--- config.mk ---
export PLATFORM = sky130hd
export DESIGN_NAME = pulse_acc
export DESIGN_NICKNAME = d
export VERILOG_FILES = /design/src/rtl/pa_pkg.sv /design/src/rtl/pa_sync_edge.sv /design/src/rtl/pa_gate_tick.sv /design/src/rtl/pa_counter.sv /design/src/rtl/pulse_acc.sv
export SDC_FILE = /design/constraint.sdc
export NUM_CORES = 1
export LEC_CHECK = 0
export BUFFER_PORTS_ARGS = -buffer_cell sky130_fd_sc_hd__buf_2
export CAP_MARGIN = 40
export CORE_ASPECT_RATIO = 1.2
export CORE_MARGIN = 2
export CORE_UTILIZATION = 35
export DETAILED_ROUTE_END_ITERATION = 6
export MAX_ROUTING_LAYER = met4
export PLACE_DENSITY_LB_ADDON = 0.25
export SYNTH_ARGS = -nofsm -noshare
export SYNTH_HDL_FRONTEND = slang
export SYNTH_HIERARCHICAL = 1
export SYNTH_SLANG_ARGS = --single-unit
--- constraint.sdc ---
create_clock -name clk -period 3.6 [get_ports clk]
set_clock_uncertainty 0.15 [all_clocks]
set_input_delay 0.54 -clock clk [delete_from_list [all_inputs] [get_ports clk]]
set_output_delay 0.54 -clock clk [all_outputs]
set_load 0.05 [all_outputs]
--- src/rtl/pa_pkg.sv ---
package pa_pkg;
  localparam logic [1:0] ADDR_CTRL   = 2'd0;
  localparam logic [1:0] ADDR_STATUS = 2'd1;
  localparam logic [1:0] ADDR_COUNT  = 2'd2;

  typedef struct packed {
    logic [1:0] rsvd;
    logic       ovf_mask;
    logic       edge_mask;
    logic       pin_dir;
    logic       polarity;
    logic       gated;
    logic       enable;
  } ctrl_t;

  // Next value of a sticky flag: a set in the same cycle beats a clear.
  function automatic logic flag_next(logic cur, logic set, logic clr);
    return set | (cur & ~clr);
  endfunction

  // Edge that marks an event: in event mode the selected edge,
  // in gated mode the trailing edge of the active level.
  function automatic logic event_edge(logic pol, logic gated, logic rise, logic fall);
    return (pol ^ gated) ? rise : fall;
  endfunction
endpackage

--- src/rtl/pa_sync_edge.sv ---
module pa_sync_edge #(
  parameter int SYNC_STAGES = 2
) (
  input  logic clk,
  input  logic rst_n,
  input  logic pin,
  output logic level,
  output logic rise,
  output logic fall
);
  localparam int SH_W = SYNC_STAGES + 1;
  logic [SH_W-1:0] sh;

  always_ff @(posedge clk or negedge rst_n) begin
    if (!rst_n) sh <= '0;
    else        sh <= {sh[SH_W-2:0], pin};
  end

  assign level = sh[SYNC_STAGES-1];
  assign rise  = sh[SYNC_STAGES-1] & ~sh[SYNC_STAGES];
  assign fall  = ~sh[SYNC_STAGES-1] & sh[SYNC_STAGES];
endmodule

--- src/rtl/pa_gate_tick.sv ---
module pa_gate_tick #(
  parameter int PRESC_W = 6
) (
  input  logic clk,
  input  logic rst_n,
  input  logic run,
  output logic tick
);
  logic [PRESC_W-1:0] phase;

  always_ff @(posedge clk or negedge rst_n) begin
    if (!rst_n)   phase <= '0;
    else if (run) phase <= phase + 1'b1;
    else          phase <= '0;
  end

  assign tick = run & (&phase);
endmodule

--- src/rtl/pa_counter.sv ---
module pa_counter #(
  parameter int CNT_W = 8
) (
  input  logic             clk,
  input  logic             rst_n,
  input  logic             inc,
  input  logic             load,
  input  logic [CNT_W-1:0] ldata,
  output logic [CNT_W-1:0] count,
  output logic             wrap
);
  localparam logic [CNT_W-1:0] CNT_MAX = '1;

  assign wrap = inc & ~load & (count == CNT_MAX);

  always_ff @(posedge clk or negedge rst_n) begin
    if (!rst_n)    count <= '0;
    else if (load) count <= ldata;
    else if (inc)  count <= count + 1'b1;
  end
endmodule

--- src/rtl/pulse_acc.sv ---
module pulse_acc #(
  parameter int CNT_W       = 8,
  parameter int PRESC_W     = 6,
  parameter int SYNC_STAGES = 2
) (
  input  logic       clk,
  input  logic       rst_n,
  input  logic       pin_in,
  input  logic [1:0] reg_addr,
  input  logic       reg_wr,
  input  logic [7:0] reg_wdata,
  output logic [7:0] reg_rdata,
  output logic       pin_oe,
  output logic       irq_edge,
  output logic       irq_ovf
);
  import pa_pkg::*;

  ctrl_t            ctrl;
  logic             flag_edge, flag_ovf;
  logic             s_level, s_rise, s_fall;
  logic             gate_open, gate_tick;
  logic             edge_evt, inc_fire, load_cnt, wrap_evt, wr_ctrl;
  logic             clr_edge, clr_ovf;
  logic [CNT_W-1:0] count;

  pa_sync_edge #(.SYNC_STAGES(SYNC_STAGES)) u_sync (
    .clk(clk), .rst_n(rst_n), .pin(pin_in),
    .level(s_level), .rise(s_rise), .fall(s_fall)
  );

  assign gate_open = ctrl.enable & ctrl.gated & (s_level == ctrl.polarity);

  pa_gate_tick #(.PRESC_W(PRESC_W)) u_tick (
    .clk(clk), .rst_n(rst_n), .run(gate_open), .tick(gate_tick)
  );

  assign edge_evt = event_edge(ctrl.polarity, ctrl.gated, s_rise, s_fall);
  assign inc_fire = ctrl.enable & (ctrl.gated ? gate_tick : edge_evt);
  assign load_cnt = reg_wr & (reg_addr == ADDR_COUNT);
  assign wr_ctrl  = reg_wr & (reg_addr == ADDR_CTRL);
  assign clr_edge = reg_wr & (reg_addr == ADDR_STATUS) & reg_wdata[0];
  assign clr_ovf  = reg_wr & (reg_addr == ADDR_STATUS) & reg_wdata[1];

  pa_counter #(.CNT_W(CNT_W)) u_cnt (
    .clk(clk), .rst_n(rst_n), .inc(inc_fire), .load(load_cnt),
    .ldata(reg_wdata[CNT_W-1:0]), .count(count), .wrap(wrap_evt)
  );

  always_ff @(posedge clk or negedge rst_n) begin
    if (!rst_n) begin
      ctrl      <= '0;
      flag_edge <= 1'b0;
      flag_ovf  <= 1'b0;
    end else begin
      if (wr_ctrl) ctrl <= ctrl_t'({2'b00, reg_wdata[5:0]});
      flag_edge <= flag_next(flag_edge, edge_evt, clr_edge);
      flag_ovf  <= flag_next(flag_ovf, wrap_evt, clr_ovf);
    end
  end

  always_comb begin
    unique case (reg_addr)
      ADDR_CTRL:   reg_rdata = ctrl;
      ADDR_STATUS: reg_rdata = {6'd0, flag_ovf, flag_edge};
      ADDR_COUNT:  reg_rdata = 8'(count);
      default:     reg_rdata = 8'd0;
    endcase
  end

  assign pin_oe   = ctrl.pin_dir;
  assign irq_edge = flag_edge & ctrl.edge_mask;
  assign irq_ovf  = flag_ovf & ctrl.ovf_mask;
endmodule

==> metrics.md <==
| Metric | Value |
|---|---|
| Status | finished clean |
| Die W | 61.5 um |
| Psw | 0.307 mW |
| PD cells | 512 mW/mm2 |
| Latest clock arrival within the worst-skew pair | 270 ps |
| Part of the power in registers | 48.3% |
| Max Cap Viol | 0 |
| Unrepaired setup endpoints after global routing | false |
| Inst Count DP | 206 |
| Dpl hpwl | 2120 um |
| P_leak | 0.754 nW |
| Synth cell types | 33 |
| Post-CTS Resized | 0 |
| Comb pwr share | 30.7% |
| Max Transition Viols Final | 0 |
| Setup crit start kind | flop |
| Clock sink count | 25 |
| Headroom to the max-slew limit | 61.0% |
| Design Area, Final | 0.00159 mm2 |
| Core Area | 0.00388 mm2 |
| HP Class | input pin to asynchronous set/reset pin |
| Clk slew on worst S/H paths | 90 ps |
| Worst-margin pin slew | 584 ps |
| Share of cells above drive strength 1 | 26.3% |
| Via count | 1014 |
| Num ports | 25 |
| Cts-stage hold buffer count | 0 |
| Number of enable flip-flop cells after synthesis | 0 |
| CTS tree | yes |
| Non-Filler Instances | 210 |
| Vias in the first global route | 1052 |
| Ys Warns | 6 |
| Cell count after synthesis | 133 |
| Grt ovf | 0 |
| DIE HEIGHT | 73.0 um |
| ANT nets after route | 0 |
| Final min period | 2720 ps |
| Setup TNS | 0 ps |
| Avg WL per Cell | 13.2 um |
| Final Net Count | 173 |
| Initial core utilization | 35.8% |
| Final hold viol count | 0 |
| RePlAce Congestion | 0.780 |
| Worst EP required | 3660 ps |
| Power Internal | 0.507 mW |
| Avg Synthesized Cell Area | 10.4 um2 |
| Num CTS Buffers | 3 |
| Finish-stage setup viols | 0 |
| Post-Syn Area | 0.00139 mm2 |
| Syn Nets | 149 |
| Net Sw Frac | 37.7% |
| Pre-Repair DR Iteration Count | 4 |
| Die ar. | 0.00449 mm2 |
| Critical path class | flop to flop |
| Final wirelength | 2770 um |
| Root Buffer | clkbuf_8 |
| DR vias/cell | 4.83 |
| Initial antenna violation count | 0 |
| Register area share after synthesis | 45.0% |
| Synth async-reset ratio | 100% |
| Filler cells | 424 |
| FP Rows | 25 |
| Deepest clock path buffer count | 2 |
| All-Layer GR Usage | 14.6% |
| First-pass GRT wire length | 4800 um |
| Final Cycle Share | 75.6% |
| Post-CTS Setup Bufs | 0 |
| Clock power share | 21.0% |
| Total power | 0.814 mW |
| Fmax | 367 MHz |
| Largest fanout on the critical path | 7 |
| ANT cells | 0 |
| Fin util | 41.0% |
| H-tree level count | 1 |
| Port Buffer Count | 24 |
| Layout Area Growth over Synthesis | 14.4% |
| Drt drc | 0 |
| Area of the multi-input gates | 719 um2 |
| Worst Setup End Kind | flop |
| First-iteration detailed-routing DRC count | 8 |
| Largest net degree at the start of global routing | 26 |
| Register area | 626 um2 |
| Post-place instance area | 0.00154 mm2 |
| Peak supply drop | 0.000303 V |
| Predominant post-synthesis flop cell | dfrtp_1 |
| CP arrival | 2780 ps |
| Number of synthesized register bits | 25 |
state kept, by name, indices dropped and copies added (netlist names):
name and count:
u_sync/sh 3, u_tick/phase 6, ctrl 5, u_cnt/count 8, flag_edge 1, flag_ovf 1
pin_oe 1
area by class of cell:
class,instances,share of cell area (%)
Clock buffer,3,2.60
Clock inverter,1,0.472
Tap cell,54,4.25
Inverter,2,0.472
Sequential cell,25,39.4
Multi-Input combinational cell,101,45.3
Timing Repair Buffer,24,7.56
through the flow:
step	worst slack [ps]	hold slack, ps
global placement	911	186
floorplan	1040	94.4
detailed placement	844	186
finish	877	92.2
global route	533	137
CTS	843	120
path summary, 6_finish.rpt:
kind                                        startpoint                          to  slack, ps  cells past startpoint
worst min-delay path                             rst_n   u_tick/phase[0]$_DFF_PN0_         90                      1
min in group clk                u_sync/sh[0]$_DFF_PN0_      u_sync/sh[1]$_DFF_PN0_        210                      0
worst max-delay path               ctrl[2]$_DFFE_PN0P_  u_cnt/count[7]$_DFFE_PN0P_        880                      9
worst max register to register     ctrl[2]$_DFFE_PN0P_  u_cnt/count[7]$_DFFE_PN0P_        880                      9
max in group asynchronous                        rst_n  u_cnt/count[4]$_DFFE_PN0P_       2830                      1
worst min register to register  u_sync/sh[0]$_DFF_PN0_      u_sync/sh[1]$_DFF_PN0_        210                      0
cells in the final DEF, fill, tap and decap left out, drive strengths merged, types with 3 or more instances in the layout:
master,n
nand4,4
nand2b,3
nand2,18
mux2i,9
and2,9
o21ai,13
clkbuf,3
xor2,5
nor2,6
dfrtp,25
mux2,6
buf,24
nand3,4
nor2b,5
xnor2,4
cells in the mapped netlist (3+ instances only):
cell     number  area, um2
dfrtp_1      25        626
nand2_1      18       67.6
o21ai_0      12       60.1
and2_1        9       56.3
mux2i_1       9       90.1
mux2_4        6       90.1
nor2_1        5       18.8
nor2b_1       5       31.3
xor2_1        5       43.8
xnor2_1       4       35.0
nand3_1       3       15.0
nand4_1       3       18.8
layer usage:
layer  vias up  GRT usage, %  share of wire (%)
met5         -             -                  0
met4         0          5.67               0.83
met3         2          1.95                4.2
met2        17          21.9                 49
met1       495          19.9                 46
li1        500             -                  -
power by group through the flow:
stage	logic, mW	registers [mW]	clock network [mW]
5_1_grt	0.277	0.405	0.188
3_3_place_gp	0.247	0.397	0
4_1_cts	0.252	0.394	0.175
6_report	0.250	0.393	0.171
2_1_floorplan	0.194	0.388	0
3_5_place_dp	0.251	0.400	0
cells by family after synthesis:
| kind of cell | after synthesis | synth area share [%] |
|---|---|---|
| simple gates | 59 | 25.0 |
| fa+ha+maj | 2 | 1.80 |
| flops | 25 | 45.0 |
| buf+inv | 7 | 3.15 |
| compound gates | 16 | 6.40 |
| mux | 15 | 13.0 |
| xor+xnor | 9 | 5.68 |
worst max-delay path, cell delays in order, from the launching register on:
cell and delay, ps:
dfrtp_1 450, xnor2_1 160, and3_1 250, nand2_1 80, nor3_1 180, o21ai_0 100
a21oi_1 470, nand4_2 230, or4_1 500, nand3_1 90
No activity file was read; power rests on OpenSTA's default activity.
